===== config.mk =====
export PLATFORM = sky130hd
export DESIGN_NAME = tag_gen
export DESIGN_NICKNAME = d
export VERILOG_FILES = /design/src/rtl/tagrng_pkg.sv /design/src/rtl/tagrng_lfsr.sv /design/src/rtl/tagrng_merge.sv /design/src/rtl/tagrng_pick.sv /design/src/rtl/tag_gen.sv
export SDC_FILE = /design/constraint.sdc
export NUM_CORES = 1
export LEC_CHECK = 0
export ABC_CLOCK_PERIOD_IN_PS = 9100
export CORE_MARGIN = 3
export CORE_UTILIZATION = 38
export CTS_BUF_LIST = sky130_fd_sc_hd__clkbuf_4 sky130_fd_sc_hd__clkbuf_8 sky130_fd_sc_hd__clkbuf_16
export CTS_CLUSTER_DIAMETER = 80
export DETAILED_ROUTE_END_ITERATION = 8
export PLACE_DENSITY = 0.67
export REMOVE_ABC_BUFFERS = 1
export SKIP_LAST_GASP = 1
export SYNTH_ARGS = -nofsm -noshare
export SYNTH_HDL_FRONTEND = slang
export SYNTH_SLANG_ARGS = --single-unit

===== constraint.sdc =====
create_clock -name clk -period 9.1 [get_ports clk]
set_input_delay 0.91 -clock clk [delete_from_list [all_inputs] [get_ports clk]]
set_output_delay 0.91 -clock clk [all_outputs]
set_load 0.02 [all_outputs]

===== src/rtl/tagrng_pkg.sv =====
`timescale 1ns/1ps
package tagrng_pkg;

    localparam int TAG_W    = 4;
    localparam int NUM_TAGS = 1 << TAG_W;
    localparam int CNT_W    = TAG_W + 1;
    localparam int RND_W    = 16;

    typedef logic [TAG_W-1:0]    tag_t;
    typedef logic [NUM_TAGS-1:0] tmask_t;
    typedef logic [CNT_W-1:0]    tcnt_t;
    typedef logic [RND_W-1:0]    rnd_t;

    // Stage between mask merge and pick
    typedef struct packed {
        logic   vld;
        logic   none;
        tmask_t allow;
        tcnt_t  cnt;
    } merge_t;

    // Registered answer
    typedef struct packed {
        logic vld;
        logic err;
        tag_t tag;
    } answer_t;

    function automatic tmask_t tag_onehot(tag_t t);
        tmask_t m;
        m = '0;
        m[t] = 1'b1;
        return m;
    endfunction

    function automatic tcnt_t tag_count(tmask_t m);
        tcnt_t c;
        c = '0;
        for (int i = 0; i < NUM_TAGS; i++) begin
            if (m[i]) c = c + tcnt_t'(1);
        end
        return c;
    endfunction

    // Position of the n-th set bit (n counted from 0)
    function automatic tag_t tag_nth(tmask_t m, tcnt_t n);
        tcnt_t seen;
        tag_t  r;
        seen = '0;
        r    = '0;
        for (int i = 0; i < NUM_TAGS; i++) begin
            if (m[i]) begin
                if (seen == n) r = tag_t'(i);
                seen = seen + tcnt_t'(1);
            end
        end
        return r;
    endfunction

    // Lowest value whose bit is clear in m
    function automatic tag_t tag_lowest_clear(tmask_t m);
        tag_t r;
        logic hit;
        r   = '0;
        hit = 1'b0;
        for (int i = 0; i < NUM_TAGS; i++) begin
            if (!m[i] && !hit) begin
                r   = tag_t'(i);
                hit = 1'b1;
            end
        end
        return r;
    endfunction

endpackage


===== src/rtl/tagrng_lfsr.sv =====
`timescale 1ns/1ps
module tagrng_lfsr
    import tagrng_pkg::*;
#(
    parameter rnd_t TAPS       = 16'hB400,
    parameter rnd_t RESET_SEED = 16'hACE1
) (
    input  logic clk,
    input  logic rst,
    input  logic load,
    input  rnd_t seed,
    output rnd_t state
);
    rnd_t state_q;
    rnd_t step;

    // Right-shifting Galois form
    always_comb begin
        step = {1'b0, state_q[RND_W-1:1]};
        if (state_q[0]) step = step ^ TAPS;
    end

    always_ff @(posedge clk) begin
        if (rst) begin
            state_q <= RESET_SEED;
        end else if (load) begin
            state_q <= (seed == '0) ? rnd_t'(1) : seed;
        end else begin
            state_q <= step;
        end
    end

    assign state = state_q;
endmodule


===== src/rtl/tagrng_merge.sv =====
`timescale 1ns/1ps
module tagrng_merge
    import tagrng_pkg::*;
#(
    parameter tmask_t RESERVED = 16'h0001
) (
    input  logic   clk,
    input  logic   rst,
    input  logic   req,
    input  tmask_t excl_static,
    input  tag_t   prev_tag,
    input  tag_t   left_tag,
    input  tag_t   right_tag,
    output merge_t stage
);
    tmask_t blocked;
    merge_t nxt;
    merge_t stage_q;

    always_comb begin
        blocked   = RESERVED | excl_static
                  | tag_onehot(prev_tag)
                  | tag_onehot(left_tag)
                  | tag_onehot(right_tag);
        nxt.vld   = req;
        nxt.allow = req ? ~blocked : '0;
        nxt.cnt   = tag_count(nxt.allow);
        nxt.none  = req && (blocked == '1);
    end

    always_ff @(posedge clk) begin
        if (rst) stage_q <= '0;
        else     stage_q <= nxt;
    end

    assign stage = stage_q;
endmodule


===== src/rtl/tagrng_pick.sv =====
`timescale 1ns/1ps
module tagrng_pick
    import tagrng_pkg::*;
#(
    parameter tmask_t RESERVED = 16'h0001
) (
    input  logic    clk,
    input  logic    rst,
    input  merge_t  stage,
    input  rnd_t    rnd,
    output answer_t ans
);
    localparam int PROD_W = RND_W + CNT_W;
    localparam tag_t FALLBACK = tag_lowest_clear(RESERVED);

    logic [PROD_W-1:0] prod;
    tcnt_t             rank;
    answer_t           nxt;
    answer_t           ans_q;

    always_comb begin
        prod = {{CNT_W{1'b0}}, rnd} * {{RND_W{1'b0}}, stage.cnt};
        rank = prod[RND_W +: CNT_W];
        nxt  = '0;
        if (stage.vld) begin
            nxt.vld = 1'b1;
            if (stage.none) begin
                nxt.err = 1'b1;
                nxt.tag = FALLBACK;
            end else begin
                nxt.tag = tag_nth(stage.allow, rank);
            end
        end
    end

    always_ff @(posedge clk) begin
        if (rst) ans_q <= '0;
        else     ans_q <= nxt;
    end

    assign ans = ans_q;
endmodule


===== src/rtl/tag_gen.sv =====
`timescale 1ns/1ps
module tag_gen
    import tagrng_pkg::*;
#(
    parameter logic [15:0] RESERVED   = 16'h0001,
    parameter logic [15:0] LFSR_TAPS  = 16'hB400,
    parameter logic [15:0] RESET_SEED = 16'hACE1
) (
    input  logic        clk,
    input  logic        rst,
    input  logic        seed_load,
    input  logic [15:0] seed_val,
    input  logic        req,
    input  logic [15:0] excl_static,
    input  logic [3:0]  prev_tag,
    input  logic [3:0]  left_tag,
    input  logic [3:0]  right_tag,
    output logic [3:0]  tag_out,
    output logic        tag_valid,
    output logic        tag_err
);
    rnd_t    rnd_q;
    merge_t  merged;
    answer_t ans;

    tagrng_lfsr #(.TAPS(LFSR_TAPS), .RESET_SEED(RESET_SEED)) u_lfsr (
        .clk   (clk),
        .rst   (rst),
        .load  (seed_load),
        .seed  (seed_val),
        .state (rnd_q)
    );

    tagrng_merge #(.RESERVED(RESERVED)) u_merge (
        .clk         (clk),
        .rst         (rst),
        .req         (req),
        .excl_static (excl_static),
        .prev_tag    (prev_tag),
        .left_tag    (left_tag),
        .right_tag   (right_tag),
        .stage       (merged)
    );

    tagrng_pick #(.RESERVED(RESERVED)) u_pick (
        .clk   (clk),
        .rst   (rst),
        .stage (merged),
        .rnd   (rnd_q),
        .ans   (ans)
    );

    assign tag_out   = ans.tag;
    assign tag_valid = ans.vld;
    assign tag_err   = ans.err;
endmodule


Yosys cells after proc, flatten, opt, wreduce, memory -nomap -nowiden
Cells that the tools add are included.

$add $sub $neg: 29. Multiply operators: 1. $lt $le $gt $ge: 6. Equality and inequality tests: 16. Multiplexer cells: 110. Bitwise gates (word level): 6. Reduce and logical (&&, ||, !) cells: 7.

Operator list (number): 5-bit two-way mux (59); 5-bit by 1-bit adder with 5-bit output (second input constant) (29); 4-bit two-way mux (36); 5-bit == test (15); 16-bit two-way mux (4); 16-bit bitwise OR (3); 16-bit by 5-bit multiplier with 21-bit output (1); 16-bit == test (second input constant) (1); 16-bit zero test (1); 16-bit NOT (1); 4-bit by 5-bit < comparator with 1-bit output (second input constant) (3); 1-bit demux with 4-bit select (3); 4-bit by 1-bit >= comparator with 1-bit output (second input constant) (3); 1-bit two-way mux (7); 6-bit two-way mux (1); 1-bit logical AND (4); 3-bit NOT with 4-bit output (1); 3-bit OR reduction (1); 2-bit OR reduction (1); 1-bit NOT (1).

Register bits: 45. Input bits: 48. Output and inout port bits: 6. Logic and storage cells: 184.

Depth between registers and ports, before layout
Gate-level depths: netlist (run 1).

Depth after elaboration: 64. Gate-level depth with buffers: 51. Gate-level depth less buffers: 50.

Cells and area by module
Synthesis (run 1) repeated with hierarchy kept, for this count alone.

Cells, all modules: 1114. Area, all modules: 8941.1 sq um.

Modules (own cells, without submodules): tagrng_pick (times used 1, cells an instance 627, area each 4974.8 sq um, sequential area each 120.1 sq um); tagrng_merge (times used 1, cells an instance 426, area each 3310.7 sq um, sequential area each 440.4 sq um); tagrng_lfsr (times used 1, cells an instance 61, area each 655.6 sq um, sequential area each 320.3 sq um).

Worst setup path after synthesis (run 1)
Ideal clock, no wire load.

Kind: input-to-reg. Start point: input right_tag[1]. End point: register u_merge.stage_q, in the netlist u_merge.stage[4]. Library setup time: 0.121 ns. Arrival: 9.874 ns. Data required time: 8.979 ns. Setup slack: -0.895 ns. Stages on the path: 50. Path buffers: 1. Path through: buf_2 -> nand2b_1 -> nor3_1 -> nor4_1 -> nand2_1 -> ha_1 -> xnor2_2 -> inv_1 -> ha_1 -> nand2_1 -> nand2_1 -> ha_1 -> nor2_1 -> a31oi_1 -> ha_1 -> nor3_1 -> a21oi_1 -> and2_1 -> [14 not listed] -> ha_1 -> and3_1 -> a31oi_1 -> o21ai_0 -> ha_1 -> mux2_2 -> ha_1 -> mux2_2 -> ha_1 -> nor2_1 -> nor2_1 -> ha_1 -> and3_1 -> o21bai_1 -> o21a_1 -> mux2i_1 -> nor2b_1 -> mux2_2.

Cells in the longest elaborated chain, start to end: 38. Elaborated cells between the ends (all ways): 39. Classes of those cells: add/sub: 15; order compare: 2; mux: 19; bitwise: 2; reduce/logical: 1.

Ends and longest elaborated chain: start: declaration (RTL line tag_gen.sv:17) `input logic [3:0] right_tag,`; 4-bit by 5-bit < comparator with 1-bit output (not written as such) / 4-bit by 1-bit >= comparator with 1-bit output (equally long branches) (RTL line tagrng_pkg.sv:32) `m[t] = 1'b1;`; 1-bit logical AND (not written as such) (RTL line tagrng_pkg.sv:32); 1-bit two-way mux (not written as such) (RTL line tagrng_pkg.sv:32); 1-bit demux with 4-bit select *; 16-bit bitwise OR * (RTL line tagrng_merge.sv:24) `| tag_onehot(right_tag);`; 16-bit NOT * (RTL line tagrng_merge.sv:26) `nxt.allow = req ? ~blocked : '0;`; 16-bit two-way mux * (RTL line tagrng_merge.sv:26); 1-bit two-way mux (RTL line tagrng_pkg.sv:40) `if (m[i]) c = c + tcnt_t'(1);`; [22 not listed]; 5-bit by 1-bit adder with 5-bit output (RTL line tagrng_pkg.sv:40); 5-bit two-way mux (RTL line tagrng_pkg.sv:40); 5-bit by 1-bit adder with 5-bit output (RTL line tagrng_pkg.sv:40); 5-bit two-way mux (RTL line tagrng_pkg.sv:40); 5-bit by 1-bit adder with 5-bit output (RTL line tagrng_pkg.sv:40); 5-bit two-way mux (RTL line tagrng_pkg.sv:40); 5-bit by 1-bit adder with 5-bit output (RTL line tagrng_pkg.sv:40); 5-bit two-way mux * (RTL line tagrng_pkg.sv:40); end signal: assignment (RTL line tagrng_merge.sv:33) `else stage_q <= nxt;`; end: declaration (RTL line tagrng_merge.sv:18) `merge_t stage_q;`.

Every way passes the cells marked *; elsewhere a longest branch is shown, timed or not. A chain may end at the register's enable or synchronous reset.

Worst setup path in the final report (run 1)
Start point: input right_tag[0]. End point: register u_merge.stage_q, in the netlist u_merge.stage[4].

Same word-level chain as after synthesis.

==> results of run 1 <==
what timing repair did:
| item | in CTS | in global routing |
|---|---|---|
| setup buffers | 20 | 11 |
| gates resized for setup | 45 | 74 |
| setup endpoints to repair | 4 | 8 |
| pin swaps | 26 | 30 |
layout by cell type (no fill, tap or decap), types with 11 or more instances in the layout:
master	netlist	final
nand2b_1	20	13
nand2_1	89	85
nand3_1	30	29
xnor2_1	67	66
mux2i_1	15	15
xor2_1	40	40
nor2_1	49	44
inv_1	94	91
clkdlybuf4s50_1	0	36
ha_1	54	43
and2_1	68	67
o21ai_0	16	13
nand4_1	15	15
fa_1	41	41
nor3_1	40	33
nor2b_1	14	13
buf_4	1	104
a21oi_1	19	18
nor4bb_1	12	12
a31oi_1	12	11
nor4_1	24	22
dfxtp_1	44	44
worst reg2reg max path, delay by kind of cell (launching register included):
kind / cells / cell delay [ps]
adders and majority gates: 12 / 3540
xor gates and xnor gates: 2 / 310
AOI/OAI and AO/OA: 11 / 1890
and+or+nand+nor: 10 / 1460
muxes: 1 / 300
buffers and inverters: 6 / 500
DFF: 1 / 360
registers in the layout, indices dropped and copies added, names as in the netlist:
signal	cells
u_lfsr.state	16
u_merge.stage	22
u_pick.ans	6
kinds of logic after synthesis:
logic type                 Yosys count  synth area share
AOI/OAI and AO/OA                  133             0.121
xor gates and xnor gates           131             0.180
adders and majority gates           95             0.187
buffers and inverters              139            0.0685
DFF                                 44             0.110
muxes                               20            0.0259
and+or+nand+nor                    424             0.306
layout make-up:
type	instances	area, sq um	share of cell area
well taps	270	338	0.0337
inverters	94	353	0.0352
clock inverters	2	35.0	0.00350
multi-input cells	803	6960	0.694
clock buffers	6	133	0.0132
flip-flops and latches	44	881	0.0879
repair buffers	161	1330	0.132
report_power, final:
part	total [mW]	switching [mW]	internal [mW]
clock	0.208	0.0755	0.132
combinational	1.25	0.649	0.605
sequential	0.252	0.0415	0.210
through the flow:
stage	power (mW)	hold slack, ps	setup TNS (ps)
floorplan	1.06	433	-1190
global placement	1.35	506	-2710
detailed placement	1.37	505	-3980
CTS	1.65	503	0
global route	1.89	505	-629
finish	1.71	501	0
per-layer routing:
| layer | share of wire | track usage |
|---|---|---|
| met2 | 0.50 | 0.321 |
| met1 | 0.44 | 0.227 |
| met4 | 0.026 | 0.0544 |
| met5 | 0 | 0 |
| met3 | 0.034 | 0.0206 |
synthesized netlist by cell type (all sizes together) (6+ instances only):
cell,instances
xnor3,9
dfxtp,44
fa,41
o31ai,9
o22ai,6
o21ai,17
nor3,40
nand3,30
xnor2,76
nor4b,11
ha,54
a211o,10
nor3b,10
o211ai,6
and2,68
nor4,26
nand2,90
nor2,49
nor2b,14
and3,9
mux2i,15
or4,6
clkbuf,30
xor2,41
nand2b,20
nor4bb,12
nand4,15
buf,15
o21a,8
a21oi,20
a31oi,12
inv,94
worst min path at each step:
stage	startpoint	end
after detailed placement	u_merge.stage[21]	u_pick.ans[4]
after floorplan	u_merge.stage[21]	u_pick.ans[4]
after global routing	u_merge.stage[22]	u_pick.ans[5]
after global placement	u_merge.stage[21]	u_pick.ans[4]
after CTS	u_merge.stage[21]	u_pick.ans[4]
final	u_merge.stage[21]	u_pick.ans[4]
==> impl_metrics.csv, run 1 <==
group,metric,value,unit
power_and_ir_drop,vdd_drop_max,0.111,mV
global_route,grt_max_degree,25,
cts,cts_sinks,44,
synth,yosysWarnings,0,
global_route,grt_pass1_vias,7300,
synth,seq_area_frac_synth,0.110,
critical_path,critical_path_class,"input port to flop",
critical_path,worstReg2RegStart,"u_merge.stage[6]",
detailed_routing,drt-pass1-iter-count,5,
global_route,antenna_found_initial,0,
die,start_util,0.391,
critical_path,worstSetupEndpointType,"flop",
critical_path,cpLargestDelayFamily,"adder cells",
critical_path,cp-startpoint,"right_tag[0]",
power_and_ir_drop,p_per_area,171,nW/um^2
detailed_routing,vias,7407,
synth,synth_top_cell_area_share,0.110,
sta,period_share,0.999,
cts,cts_tree,"yes",
global_route,grt_first_pass_wirelength,34.2,mm
cells_and_area,final-instance-count-excl-fill,1380,
cells_and_area,fill_cells,1930,
critical_path,crit_path_end,"u_merge.stage[4]",
place,dpl_worst_slack,-1380,ps
cts,numCtsBuffers,5,
cells_and_area,finalNetCount,1252,
cts,clkTransAtPathRegs,60,ps
cells_and_area,fin_util,0.491,
detailed_routing,wirelength,20.5,mm
detailed_routing,ant_nets,0,
place,dpl.hpwl,15.9,mm
critical_path,crit_slowest_cell,"nor4_4",
critical_path,crit_top_cell,"ha_4",
cts,hold_buffers,0,
outcome,outcome,"finished, final reports clean",
synth,synthCells,986,
critical_path,worstPathArrival,9270,ps
min_path,hold_path.class,"flop to flop",
sta,finalMaxSlewViolations,0,
die,die_area,22800,sq um
cells_and_area,design_area,10000,sq um
die,ioPinCount,54,
die,rows,52,
critical_path,cp.depth,50,
min_path,whs_path_depth,2,
cts,worstSkewPairLatency,290,ps
place,post_dp_cell_area,9260,sq um
place,io_buffers,52,
sta,max_freq,110,MHz
critical_path,required,9280,ps
die,core,20400,sq um
cells_and_area,drive_gt1_frac,0.203,
global_route,track_usage,0.180,
place,place_congestion,0.858,
synth,ys.flop_type,"dfxtp_1",
sta,relSlewSlack,0.193,
critical_path,worst-r2r-setup-slack,650,ps
sta,final_hold_viol_count,0,
cts,root_buffer,"clkbuf_16",
power_and_ir_drop,p_leak,4.52,nW
detailed_routing,drt-wirelength-per-cell,14.8,um
sta,rsz0062_at_grt,"true",
sta,setup_violations,0,
sta,post-route-min-period,9100,ps
synth,synth_seq_cells,44,
synth,synthTopCellsByArea,"dfxtp_1, fa_1, ha_1",
detailed_routing,drtIter0Drc,303,
cells_and_area,area_growth,25.5,%
detailed_routing,routed_via_density,5.37,
global_route,gr-total-overflow,0,
critical_path,cp.buffers_inverters,3,
cts,cts_max_path_buffers,2,
critical_path,reg2reg_to,"u_pick.ans[3]",
sta,skew,10.3,ps
cells_and_area,num_antenna_cells,0,
critical_path,max_stage_delay,350,ps
synth,syn-cell-area,7990,sq um
synth,ys_types,90,
synth,ys_async_sr_fraction,0,
critical_path,cp-start-kind,"input port",
cts,h-tree-depth,2,
sta,worstMarginPinSlew,1200,ps
synth,netlist.top_cell.by_area,"dfxtp_1",
die,die_w,151,um
place,dp.cells,1343,
synth,syn_area_per_cell,8.10,sq um
synth,synth_edf_count,0,
die,die_h,151,um
critical_path,ff2ff_path_depth,42,
critical_path,worstPathMaxFanout,3,
detailed_routing,drc,0,
sta,timing.final.ws_setup,4.75,ps
run,cap_violations,0,
No activity file was read; power rests on OpenSTA's default activity.
==> run 2, diff against run 1 <==
--- a/config.mk
+++ b/config.mk
@@ -5,7 +5,7 @@
 export SDC_FILE = /design/constraint.sdc
 export NUM_CORES = 1
 export LEC_CHECK = 0
-export ABC_CLOCK_PERIOD_IN_PS = 9100
+export ABC_CLOCK_PERIOD_IN_PS = 7900
 export CORE_MARGIN = 3
 export CORE_UTILIZATION = 38
 export CTS_BUF_LIST = sky130_fd_sc_hd__clkbuf_4 sky130_fd_sc_hd__clkbuf_8 sky130_fd_sc_hd__clkbuf_16
==> constraint.sdc (replaced) <==
create_clock -name clk -period 7.9 [get_ports clk]
set_input_delay 0.79 -clock clk [delete_from_list [all_inputs] [get_ports clk]]
set_output_delay 0.79 -clock clk [all_outputs]
set_load 0.02 [all_outputs]
==> impl_metrics.csv, run 2 (synthesis gave the netlist of run 1 again) <==
group,metric,value,unit
outcome,outcome,"complete, but fails checks",
outcome,violations,"negative setup slack",
cells_and_area,finalNetCount,1317,
critical_path,worstPathMaxFanout,3,
sta,post-route-min-period,9010,ps
die,die_h,151,um
power_and_ir_drop,p_per_area,200,nW/um^2
die,ioPinCount,54,
sta,tns,-3160,ps
detailed_routing,vias,7708,
cells_and_area,num_antenna_cells,0,
detailed_routing,ant_nets,0,
sta,max_freq,111,MHz
critical_path,crit_top_cell,"ha_4",
critical_path,worstSetupEndpointType,"flop",
detailed_routing,drc,0,
critical_path,crit_slowest_cell,"ha_1",
detailed_routing,routed_via_density,5.33,
place,dpl.hpwl,16.7,mm
die,die_w,151,um
critical_path,critical_path_class,"input port to flop",
run,cap_violations,0,
sta,final_hold_viol_count,0,
sta,finalMaxSlewViolations,0,
cts,cts_sinks,44,
sta,setup_violations,4,
cells_and_area,multiInputGateArea,7100,sq um
min_path,hold_path.class,"flop to flop",
detailed_routing,drtIter0Drc,366,
min_path,whs_path_depth,1,
global_route,grt_pass1_vias,7659,
cts,h-tree-depth,2,
power_and_ir_drop,p_leak,4.81,nW
sta,rsz0062_at_grt,"true",
cts,root_buffer,"clkbuf_16",
die,rows,52,
die,start_util,0.391,
sta,hold-worst-slack,523,ps
detailed_routing,drt-pass1-iter-count,5,
min_path,worstHoldEndpoint,"u_pick.ans[5]",
critical_path,worstReg2RegStart,"u_merge.stage[6]",
cts,cts_tree,"yes",
cells_and_area,final_cell_mix,"buf_4, inv_1, nand2_1",
cts,worstSkewPairLatency,300,ps
global_route,grt_max_degree,25,
cells_and_area,area_growth,33.9,%
global_route,track_usage,0.188,
sta,relSlewSlack,0.362,
global_route,grt_first_pass_wirelength,35.4,mm
critical_path,required,8080,ps
place,io_buffers,52,
critical_path,worstPathArrival,9190,ps
global_route,gr-total-overflow,0,
cells_and_area,largest_reg_flops,22,
cells_and_area,final_common_cell,"buf_4",
die,die_area,22800,sq um
die,core,20400,sq um
cells_and_area,regArea,883,sq um
critical_path,worst-r2r-setup-slack,250,ps
critical_path,max_stage_delay,340,ps
place,place_congestion,0.927,
detailed_routing,wirelength,21.9,mm
cts,clkTransAtPathRegs,70,ps
min_path,worstHoldStart,"u_merge.stage[22]",
critical_path,ff2ff_path_depth,42,
global_route,antenna_found_initial,0,
cts,numCtsBuffers,5,
power_and_ir_drop,vdd_drop_max,0.116,mV
sta,skew,8.67,ps
cts,cts_max_path_buffers,2,
sta,period_share,1.14,
cells_and_area,fill_cells,1880,
critical_path,cp-start-kind,"input port",
cells_and_area,drive_gt1_frac,0.265,
sta,worstMarginPinSlew,948,ps
sta,timing.final.ws_setup,-1110,ps
detailed_routing,drt-wirelength-per-cell,15.2,um
critical_path,reg2reg_to,"u_pick.ans[2]",
[run 2: cell count changes in the layout (fill, tap and decap cells not counted), moves of 4 or more]
cell,before,now
buf_6,7,13
ha_1,43,37
ha_4,8,15
nand2_1,85,81
dlygate4sd2_1,0,4
dlymetal6s2s_1,4,0
buf_2,1,5
clkbuf_2,8,0
nand2_2,3,7
buf_4,104,164
[run 2: worst max-delay path: cells and delay by family]
kind | cells | cell delay, ps
AO/OA/AOI/OAI | 6 | 590
XOR/XNOR | 1 | 190
multiplexers | 4 | 1030
buffers and inverters | 6 | 600
adder cells (fa/ha/maj) | 13 | 3320
AND/OR/NAND/NOR | 22 | 2620
[run 2: how the worst max path moves through the flow]
stage,slack [ps],startpoint,end
floorplan,-1790,right_tag[1],u_merge.stage[4]
global placement,-2070,right_tag[1],u_merge.stage[4]
detailed placement,-2450,prev_tag[0],u_merge.stage[4]
CTS,-1060,prev_tag[0],u_merge.stage[4]
global route,-1570,left_tag[1],u_merge.stage[4]
finish,-1110,left_tag[1],u_merge.stage[4]
[run 2: area by class of cell]
| class | instances | share of cell area |
|---|---|---|
| Tap cell | 270 | 0.0316 |
| Inverter | 94 | 0.0330 |
| Sequential cell | 44 | 0.0826 |
| Multi-Input combinational cell | 803 | 0.664 |
| Timing Repair Buffer | 226 | 0.172 |
| Clock inverter | 2 | 0.00363 |
| Clock buffer | 6 | 0.0130 |
[run 2: routing by layer]
layer,up-vias,routed length (um),global-route usage
li1,3803,-,-
met5,-,0,0
met3,43,566,0.0153
met4,0,712,0.0707
met2,135,11400,0.350
met1,3727,9270,0.225
[run 2: timing repair]
| action | in CTS | in global routing |
|---|---|---|
| setup buffers | 27 | 19 |
| hold buffers | 0 | 0 |
| pin swaps | 40 | 46 |
| endpoints found under the setup margin | 8 | 8 |
| resized for setup | 97 | 60 |
[run 2: where the power goes]
group | switching [mW] | internal, mW | leakage [nW]
Combinational | 0.808 | 0.791 | 4.36
Sequential | 0.0481 | 0.242 | 0.363
Clock | 0.0954 | 0.159 | 0.0871
[run 2: per-stage QoR]
step                setup WS (ps)  area (sq um)  utilization  std cells  power (mW)
floorplan                   -1790          7790            -        941        1.22
global placement            -2070          9620        0.471       1391        1.62
detailed placement          -2450          9620        0.471       1391        1.64
CTS                         -1060         10200        0.501       1426        1.99
global route                -1570         10700        0.524       1445        2.33
finish                      -1110         10700        0.524       1445        2.14
